## src/rtl/bsv_pkg.sv

```systemverilog
package bsv_pkg;
  typedef enum logic [2:0] {
    ST_OFF,
    ST_DETECT,
    ST_SOFT,
    ST_BLANK,
    ST_RUN,
    ST_OVLATCH,
    ST_HICCUP,
    ST_DISCH
  } sup_state_e;
endpackage

```

## src/rtl/bsv_sync.sv

```systemverilog
module bsv_sync #(
  parameter int W = 1
) (
  input  logic         clk,
  input  logic         rst_n,
  input  logic [W-1:0] d,
  output logic [W-1:0] q
);
  genvar i;
  generate
    for (i = 0; i < W; i++) begin : g_bit
      logic meta;
      always_ff @(posedge clk or negedge rst_n) begin
        if (!rst_n) begin
          meta <= 1'b0;
          q[i] <= 1'b0;
        end else begin
          meta <= d[i];
          q[i] <= meta;
        end
      end
    end
  endgenerate
endmodule

```

## src/rtl/bsv_qual.sv

```systemverilog
module bsv_qual #(
  parameter int LIMIT = 16
) (
  input  logic clk,
  input  logic rst_n,
  input  logic flag,
  output logic hit
);
  localparam int CW = $clog2(LIMIT + 1);
  logic [CW-1:0] cnt;

  always_ff @(posedge clk or negedge rst_n) begin
    if (!rst_n)                   cnt <= '0;
    else if (!flag)               cnt <= '0;
    else if (cnt != CW'(LIMIT))   cnt <= cnt + 1'b1;
  end

  assign hit = flag && (cnt == CW'(LIMIT - 1));
endmodule

```

## src/rtl/bsv_pulse.sv

```systemverilog
module bsv_pulse #(
  parameter int PERIOD = 40,
  parameter int WIDTH  = 3
) (
  input  logic clk,
  input  logic rst_n,
  input  logic run,
  output logic on,
  output logic last
);
  localparam int CW = $clog2(PERIOD);
  logic [CW-1:0] cnt;

  always_ff @(posedge clk or negedge rst_n) begin
    if (!rst_n)                         cnt <= '0;
    else if (!run)                      cnt <= '0;
    else if (cnt == CW'(PERIOD - 1))    cnt <= '0;
    else                                cnt <= cnt + 1'b1;
  end

  assign on   = run && (cnt < CW'(WIDTH));
  assign last = run && (cnt == CW'(PERIOD - 1));
endmodule

```

## src/rtl/bsv_ramp.sv

```systemverilog
module bsv_ramp #(
  parameter int W      = 8,
  parameter int STEP   = 4,
  parameter int TARGET = 200
) (
  input  logic         clk,
  input  logic         rst_n,
  input  logic         run,
  input  logic         clear,
  output logic [W-1:0] code,
  output logic         done
);
  localparam int SW = $clog2(STEP + 1);
  logic [SW-1:0] sub;

  assign done = (code == W'(TARGET));

  always_ff @(posedge clk or negedge rst_n) begin
    if (!rst_n) begin
      code <= '0;
      sub  <= '0;
    end else if (clear) begin
      code <= '0;
      sub  <= '0;
    end else if (run && !done) begin
      if (sub == SW'(STEP - 1)) begin
        sub  <= '0;
        code <= code + 1'b1;
      end else begin
        sub <= sub + 1'b1;
      end
    end
  end
endmodule

```

## src/rtl/buck_seq_supervisor.sv

```systemverilog
module buck_seq_supervisor
  import bsv_pkg::*;
#(
  parameter int DET_PERIOD = 40,
  parameter int DET_PULSE  = 3,
  parameter int DET_PASS   = 3,
  parameter int SS_W       = 8,
  parameter int SS_STEP    = 4,
  parameter int REF_CODE   = 200,
  parameter int BLANK_CYC  = 400,
  parameter int OV_QUAL    = 16,
  parameter int UV_QUAL    = 16,
  parameter int HICCUP_CYC = 3000,
  parameter int DIS_PERIOD = 20,
  parameter int DIS_PULSE  = 4
) (
  input  logic            clk,
  input  logic            rst_n,
  input  logic            por_ok_a,
  input  logic            enable_a,
  input  logic            phase_det_a,
  input  logic            phase_low_a,
  input  logic            fb_ov_a,
  input  logic            fb_uv_a,
  input  logic            ocp_halve_cfg,
  output logic            pwm_en,
  output logic            hs_force,
  output logic            ls_force,
  output logic [SS_W-1:0] ss_code,
  output logic            ocp_half,
  output logic            dis_sw,
  output logic            pg_pull
);
  localparam int TMAX = (BLANK_CYC > HICCUP_CYC) ? BLANK_CYC : HICCUP_CYC;
  localparam int TW   = $clog2(TMAX + 1);
  localparam int DW   = $clog2(DET_PASS + 2);
  localparam int NF   = 6;

  // synchronized analog flags
  logic [NF-1:0] raw_f, syn_f;
  logic por_s, en_s, det_s, low_s, ov_s, uv_s;
  assign raw_f = {por_ok_a, enable_a, phase_det_a, phase_low_a, fb_ov_a, fb_uv_a};

  bsv_sync #(.W(NF)) u_sync (.clk(clk), .rst_n(rst_n), .d(raw_f), .q(syn_f));
  assign {por_s, en_s, det_s, low_s, ov_s, uv_s} = syn_f;

  sup_state_e state_q, state_d;
  logic [TW-1:0] tmr;
  logic [DW-1:0] pass_cnt;

  logic regulating, uv_window;
  assign regulating = (state_q == ST_SOFT) || (state_q == ST_BLANK) || (state_q == ST_RUN);
  assign uv_window  = (state_q == ST_BLANK) || (state_q == ST_RUN);

  // fault qualification
  logic ov_hit, uv_hit;
  bsv_qual #(.LIMIT(OV_QUAL)) u_ovq (.clk(clk), .rst_n(rst_n), .flag(ov_s && regulating), .hit(ov_hit));
  bsv_qual #(.LIMIT(UV_QUAL)) u_uvq (.clk(clk), .rst_n(rst_n), .flag(uv_s && uv_window),  .hit(uv_hit));

  // probe and discharge pulse trains
  logic det_on, det_last, dis_on, dis_last;
  bsv_pulse #(.PERIOD(DET_PERIOD), .WIDTH(DET_PULSE)) u_detp (
    .clk(clk), .rst_n(rst_n), .run(state_q == ST_DETECT), .on(det_on), .last(det_last));
  bsv_pulse #(.PERIOD(DIS_PERIOD), .WIDTH(DIS_PULSE)) u_disp (
    .clk(clk), .rst_n(rst_n), .run(state_q == ST_DISCH), .on(dis_on), .last(dis_last));

  // soft-start ramp
  logic ramp_done;
  bsv_ramp #(.W(SS_W), .STEP(SS_STEP), .TARGET(REF_CODE)) u_ramp (
    .clk(clk), .rst_n(rst_n), .run(state_q == ST_SOFT), .clear(!regulating),
    .code(ss_code), .done(ramp_done));

  always_comb begin
    state_d = state_q;
    if (!(por_s && en_s) && (state_q != ST_OFF) && (state_q != ST_DISCH)) begin
      state_d = ST_DISCH;
    end else begin
      unique case (state_q)
        ST_OFF:     if (por_s && en_s) state_d = ST_DETECT;
        ST_DETECT:  if (det_last && !det_s && (pass_cnt == DW'(DET_PASS))) state_d = ST_SOFT;
        ST_SOFT: begin
          if (ov_hit)         state_d = ST_OVLATCH;
          else if (ramp_done) state_d = ST_BLANK;
        end
        ST_BLANK: begin
          if (ov_hit)                            state_d = ST_OVLATCH;
          else if (uv_hit)                       state_d = ST_HICCUP;
          else if (tmr == TW'(BLANK_CYC - 1))    state_d = ST_RUN;
        end
        ST_RUN: begin
          if (ov_hit)      state_d = ST_OVLATCH;
          else if (uv_hit) state_d = ST_HICCUP;
        end
        ST_OVLATCH: state_d = ST_OVLATCH;
        ST_HICCUP:  if (tmr == TW'(HICCUP_CYC - 1)) state_d = ST_SOFT;
        ST_DISCH:   if (low_s) state_d = ST_OFF;
        default:    state_d = ST_OFF;
      endcase
    end
  end

  always_ff @(posedge clk or negedge rst_n) begin
    if (!rst_n) begin
      state_q <= ST_OFF;
      tmr     <= '0;
    end else begin
      state_q <= state_d;
      if (state_d != state_q)     tmr <= '0;
      else if (tmr != TW'(TMAX))  tmr <= tmr + 1'b1;
    end
  end

  // consecutive clean probe samples
  always_ff @(posedge clk or negedge rst_n) begin
    if (!rst_n)                       pass_cnt <= '0;
    else if (state_q != ST_DETECT)    pass_cnt <= '0;
    else if (det_last) begin
      if (det_s)                          pass_cnt <= '0;
      else if (pass_cnt != DW'(DET_PASS)) pass_cnt <= pass_cnt + 1'b1;
    end
  end

  assign pwm_en   = regulating;
  assign hs_force = (state_q == ST_DETECT) && det_on;
  assign ls_force = (state_q == ST_OVLATCH) || ((state_q == ST_DISCH) && dis_on);
  assign dis_sw   = (state_q == ST_DISCH);
  assign ocp_half = ocp_halve_cfg && (state_q == ST_SOFT);
  assign pg_pull  = !((state_q == ST_RUN) && !ov_s && !uv_s);

  logic unused_ok;
  assign unused_ok = dis_last;
endmodule

```

## config.mk

```make
export PLATFORM = sky130hd
export DESIGN_NAME = buck_seq_supervisor
export DESIGN_NICKNAME = d
export VERILOG_FILES = /design/src/rtl/bsv_pkg.sv /design/src/rtl/bsv_sync.sv /design/src/rtl/bsv_qual.sv /design/src/rtl/bsv_pulse.sv /design/src/rtl/bsv_ramp.sv /design/src/rtl/buck_seq_supervisor.sv
export SDC_FILE = /design/constraint.sdc
export NUM_CORES = 1
export LEC_CHECK = 0
export BUFFER_PORTS_ARGS = -buffer_cell sky130_fd_sc_hd__buf_2
export CORE_UTILIZATION = 60
export CTS_CLUSTER_SIZE = 12
export DETAILED_ROUTE_END_ITERATION = 7
export GPL_ROUTABILITY_DRIVEN = 0
export PLACE_DENSITY = 0.89
export SETUP_SLACK_MARGIN = 0.3
export SYNTH_ARGS = -nofsm -noshare
export SYNTH_HDL_FRONTEND = slang
export SYNTH_SLANG_ARGS = --single-unit
export TNS_END_PERCENT = 50
```

## constraint.sdc

```tcl
create_clock -name clk -period 2.96 [get_ports clk]
set_clock_uncertainty 0.2 [all_clocks]
set_input_delay 0.148 -clock clk [delete_from_list [all_inputs] [get_ports clk]]
set_output_delay 0.148 -clock clk [all_outputs]
set_load 0.1 [all_outputs]
```

## After elaboration in Yosys (flattened, before gate mapping)

Index checks and enable logic that the tools add are counted.

- Register bits after elaboration: 62
- Input bits: 9
- Logic and storage cells: 126

- Reduce and logical (&&, ||, !) cells: 35
- Equality and inequality tests: 27
- Magnitude comparators: 2
- Add/subtract/negate cells: 8
- Muxes and demuxes: 33

Operator list:

| cell | number |
|---|---|
| 3-bit 2-to-1 mux | 19 |
| 5-bit 2-to-1 mux | 6 |
| 12-bit 2-to-1 mux | 2 |
| 8-bit 2-to-1 mux | 3 |
| 3-bit one-hot mux with 8 select lines | 1 |
| 1-bit logical AND | 18 |
| 5-bit by 1-bit adder with 5-bit output, second input constant | 3 |
| 12-bit by 1-bit adder with 12-bit output, second input constant | 1 |
| 12-bit == test, second input constant | 1 |
| 12-bit by 9-bit == test with 1-bit output, second input constant | 1 |
| 3-bit by 2-bit == test with 1-bit output, second input constant | 4 |
| 3-bit == test, second input constant | 4 |
| 6-bit 2-to-1 mux | 2 |
| 12-bit != test, second input constant | 1 |
| 5-bit by 4-bit == test with 1-bit output, second input constant | 2 |
| 5-bit != test, second input constant | 2 |
| 8-bit by 1-bit adder with 8-bit output, second input constant | 1 |
| 8-bit == test, second input constant | 1 |
| 3-bit by 1-bit adder with 3-bit output, second input constant | 2 |
| 6-bit by 1-bit adder with 6-bit output, second input constant | 1 |
| 6-bit == test, second input constant | 1 |
| 1-bit logical NOT | 6 |
| 6-bit by 2-bit less-than comparator with 1-bit output, second input constant | 1 |
| 3-bit nonzero test | 2 |
| 13 further kinds | 20 |

## Longest topological paths before layout

- Depth in word-level cells: 10
- Gate-level depth with buffers: 9

## Hierarchy

Synthesis repeated with hierarchy kept, for this count alone.

- Cell total of the unflattened synthesis: 350
- Area, all modules: 3459.6 um2

By module, submodules not included:

| module | seq. area each (um2) | cells each | area an instance (um2) | instances |
|---|---|---|---|---|
| buck_seq_supervisor | 450.4 | 158 | 1351.3 | 1 |
| bsv_ramp | 275.3 | 68 | 663.1 | 1 |
| bsv_qual | 125.1 | 28 | 300.3 | 2 |
| bsv_sync | 300.3 | 12 | 300.3 | 1 |
| bsv_pulse at u_detp | 150.1 | 29 | 289.0 | 1 |
| bsv_pulse at u_disp | 125.1 | 27 | 255.2 | 1 |

## Least setup slack after synthesis

No wires, ideal clock.

- Path type: reg2reg
- Start: reg u_ramp.code[0]
- End: reg tmr[10]
- Arrival time: 2.530 ns
- Stages on the path, launching flop included: 9
- Library setup time: 0.141 ns
- Required time: 2.619 ns
- Path slack: 0.089 ns
- Buffers on the path: 1
- Cell sequence: dfrtp_1 inv_1 ha_1 nand4_1 nor2_1 a21oi_1 o2111a_1 dlygate4sd1_1 nor4_2

- Longest elaborated chain between the ends: 7

Ends and longest elaborated chain:

| item | line | text |
|---|---|---|
| start: declaration | bsv_ramp.sv:10 | `output logic [W-1:0] code,` |
| start signal: assignment | bsv_ramp.sv:28 | `code <= code + 1'b1;` |
| 8-bit == test (*) | bsv_ramp.sv:16 | `assign done = (code == W'(TARGET));` |
| 3-bit 2-to-1 mux (*) | buck_seq_supervisor.sv:83 | `else if (ramp_done) state_d = ST_BLANK;` |
| 3-bit 2-to-1 mux (*) | buck_seq_supervisor.sv:82 | `if (ov_hit) state_d = ST_OVLATCH;` |
| 3-bit one-hot mux with 8 select lines (*) | buck_seq_supervisor.sv:78 | `unique case (state_q)` |
| 3-bit 2-to-1 mux (*) | buck_seq_supervisor.sv:75 | `if (!(por_s && en_s) && (state_q != ST_OFF) && (state_q != ST_DISCH)) begin` |
| 3-bit != test (*) | buck_seq_supervisor.sv:108 | `if (state_d != state_q) tmr <= '0;` |
| 12-bit 2-to-1 mux / 2-bit nonzero test (equally long branches) | n/a |  |
| end signal: assignment | buck_seq_supervisor.sv:109 | `else if (tmr != TW'(TMAX)) tmr <= tmr + 1'b1;` |
| end: declaration | buck_seq_supervisor.sv:48 | `logic [TW-1:0] tmr;` |

Every way passes the cells marked *; elsewhere a longest branch is shown, timed or not.
A chain may end at the register's enable or synchronous reset.

## Worst setup path after layout

- Start: reg tmr[9]
- End: reg tmr[3]

- Longest elaborated chain between the ends: 8

Ends and longest elaborated chain:

| item | line | text |
|---|---|---|
| 12-bit by 9-bit == test with 1-bit output | buck_seq_supervisor.sv:88 | `else if (tmr == TW'(BLANK_CYC - 1)) state_d = ST_RUN;` |
| 3-bit 2-to-1 mux | buck_seq_supervisor.sv:88 |  |
| 3-bit 2-to-1 mux | buck_seq_supervisor.sv:87 | `else if (uv_hit) state_d = ST_HICCUP;` |
| 3-bit 2-to-1 mux | buck_seq_supervisor.sv:86 | `if (ov_hit) state_d = ST_OVLATCH;` |
| 3-bit one-hot mux with 8 select lines | buck_seq_supervisor.sv:78 |  |
| 3-bit 2-to-1 mux | buck_seq_supervisor.sv:75 |  |
| 3-bit != test | buck_seq_supervisor.sv:108 |  |
| 12-bit 2-to-1 mux / 2-bit nonzero test (equally long branches) | n/a |  |

Parallel ways exist; a longest one is shown, timed or not.

==> results.cfg <==
[timing]
slew_headroom = 0.452
finalSetupViolCount = 0
drv_slew = 0
rsz0062_at_grt = true
hold_violations = 0
fin_crit_ps = 2760
fin_setup_tns_ps = 0
finalCritPeriodShare = 0.932
max_freq_mhz = 363
tightest_slew_ps = 811

[min_path]
hp-class = in2async

[setup_path]
worstSetupStartpointType = register
crit_family = simple AND/OR/NAND/NOR gates
critPathCaptureType = register
critPathBufInv = 2
crit_slowest_cell = or4_4
critPathRequiredTime_ps = 3010
crit_chain = or4_4 > or4_4 > a211oi_4 > buf_4 > o221ai_4 > buf_4 > nor4_2
critical_path.max_stage_delay_ps = 580
crit_arrival_ps = 2810
endpoint = tmr[3]
cp.depth = 7
ff2ff_setup_slack_ps = 200
startpoint = tmr[9]
reg2regPathDepth = 7
worstPathMaxFanout = 6
r2r-start = tmr[9]
path_class = reg2reg
timing.rr.end = tmr[3]

[route]
drt.antenna.violating_nets = 0
vias = 2872
drc_errors = 0
totalWireLength_mm = 7.51
vias_per_cell = 5.93
dr.first_iter.drc_count = 210
dr.pass1.iters = 4
wl_per_cell_um = 15.5

[floorplanning]
rows = 27
coreArea_sq_mm = 0.00557
initial_core_util = 0.632
pin_count = 23
die_w_um = 78.6
fp.dieH_um = 78.6
die-area_sq_mm = 0.00618

[logic_synthesis]
syn_nets = 383
post-synth-top-count-cell = dfrtp_1
synth-async-reset-ratio = 1.00
yosysWarnings = 0
post-synth-top-area-cell = dfrtp_1
synth_area_sq_mm = 0.00352
synth_area_leaders = dfrtp_1 44%, ha_1 5.3%, xnor2_1 4.5%
synth_cell_types = 64
yosysTopAreaCellShare = 0.441
syn_inst = 359
synthFlopType = dfrtp_1
synthTopCellsByCount = 62 x dfrtp_1, 37 x nand2_1, 36 x nor2_1, 23 x inv_1, 18 x xnor2_1
synth.avg_cell_area_sq_um = 9.81
synth_edf_count = 0
ys_seq_elements = 62
ys_seq_area_frac = 0.441

[power_and_ir_drop]
p_clk_frac = 0.212
pwr-share-seq = 0.332
p_int_w = 0.00169
power.leakage_nw = 1.72
power_density_mw_per_mm2 = 717
swShare = 0.428
comb_power_share = 0.456
switchingPower_w = 0.00126
ir_drop_uv = 655

[placed_design]
io_buffers = 22
dp_hpwl_mm = 4.94

[grt]
grt_pass1_vias = 2788
grt_antenna_before_repair = 0
grt_usage = 0.267
grt_max_degree = 32
grt_pass1_wl_mm = 12.6
grt-ovfl-total = 0

[clocking]
path_clk_slew_ps = 70
h-tree-depth = 3
clk-insertion-delay-late_ps = 350
cts_tree = done
clock_sinks = 62
cts_buffers = 9
root_buffer = clkbuf_8
cts.path.max_buffers = 2

[layout]
finalCoreUtilization = 0.737
num_antenna_cells = 0
drive_gt1_frac = 0.233
nets = 433
area_growth_pct = 16.7

[run_status]
status = completed

[job]
cap_violations = 0
## sequential cells by signal (all words and copies together), names as in the netlist
register and count:
u_ramp.sub 3, state_q 3, pass_cnt 3, u_ramp.code 8
u_sync.g_bit.meta 6, u_uvq.cnt 5, tmr 12, u_detp.cnt 6
u_sync.q 6, u_disp.cnt 5, u_ovq.cnt 5
## timing repair
action / CTS / global route
setup endpoints to repair: 13 / 13
resized for setup: 11 / 2
endpoints found under the hold margin: 68 / 0
setup buffers: 4 / 6
pin swaps: 12 / 8
cloned: 1 / 0
hold buffers: 7 / 0
## power groups by stage
| stage | clock network (W) | registers, W | logic, W |
|---|---|---|---|
| final | 0.000625 | 0.000978 | 0.00134 |
| after global routing | 0.000671 | 0.000988 | 0.00145 |
| after CTS | 0.000641 | 0.000978 | 0.00126 |
| after detailed placement | 0 | 0.000995 | 0.00110 |
| after global placement | 0 | 0.000988 | 0.00108 |
| after floorplan | 0 | 0.000975 | 0.000924 |
## area by class of cell
| class | instances | area, sq um |
|---|---|---|
| multi-input combinational | 264 | 1890 |
| clock buffer | 12 | 145 |
| sequential | 62 | 1550 |
| timing repair buffer | 49 | 333 |
| tap | 72 | 90.1 |
| clock inverter | 2 | 10.0 |
| inverter | 23 | 86.3 |
| fill | 415 | 1460 |
## cell families after synthesis
logic type	count (synthesis)	share of synthesized area
DFF	62	0.441
buffers and inverters	34	0.0501
adders and majority gates	15	0.0533
and+or+nand+nor	159	0.256
xor gates and xnor gates	25	0.0622
muxes	7	0.0206
AOI/OAI and AO/OA	57	0.117
## per-stage QoR
step / power, W / std cells / hold slack [ps] / cell area, sq um / setup slack [ps]
2_1_floorplan: 0.00190 / 359 / -348 / 3520 / 187
3_3_place_gp: 0.00207 / 452 / -114 / 3710 / 126
3_5_place_dp: 0.00210 / 452 / -113 / 3710 / 36.0
4_1_cts: 0.00288 / 478 / 43.1 / 4050 / 223
5_1_grt: 0.00310 / 484 / 86.9 / 4110 / 123
6_report: 0.00295 / 484 / 52.8 / 4110 / 203
## cell usage in the layout (no fill, tap or decap), types with 3 or more instances in the layout
cell type       n
nor4_2         11
nor4_1          3
o31ai_1         3
nor3_1          8
inv_1          23
nand2_1        37
xor2_1          7
dlygate4sd3_1   7
buf_2          21
a21oi_1        15
nand3_1        14
dfrtp_1        60
nand4_1         6
or2_2           3
clkbuf_8       10
and3_1          4
a22oi_1         3
or3_1           5
or3b_2          3
and2_1          6
nand2b_1        4
mux2i_1         5
ha_1           13
nor2_1         36
o21ai_0         9
xnor2_1        18
nor2b_1         3
buf_4          21
## per-layer routing
layer	global-route usage	vias to the layer above	wire length [um]
li1	-	1369	-
met1	0.329	1427	3400
met2	0.438	63	3700
met3	0.0686	13	280
met4	0.124	0	126
met5	0	-	0
## worst min-delay path by stage
| stage | endpoint | start | slack (ps) | cells after the start |
|---|---|---|---|---|
| after global routing | u_uvq.cnt[2] | rst_n | 90 | 2 |
| after detailed placement | u_sync.g_bit[3].meta | rst_n | -110 | 1 |
| after CTS | u_ramp.sub[0] | rst_n | 40 | 2 |
| final | u_ramp.code[6] | rst_n | 50 | 2 |
| after global placement | u_uvq.cnt[2] | rst_n | -110 | 1 |
| after floorplan | pass_cnt[0] | rst_n | -350 | 0 |
Power figures use the tool's default switching activity.
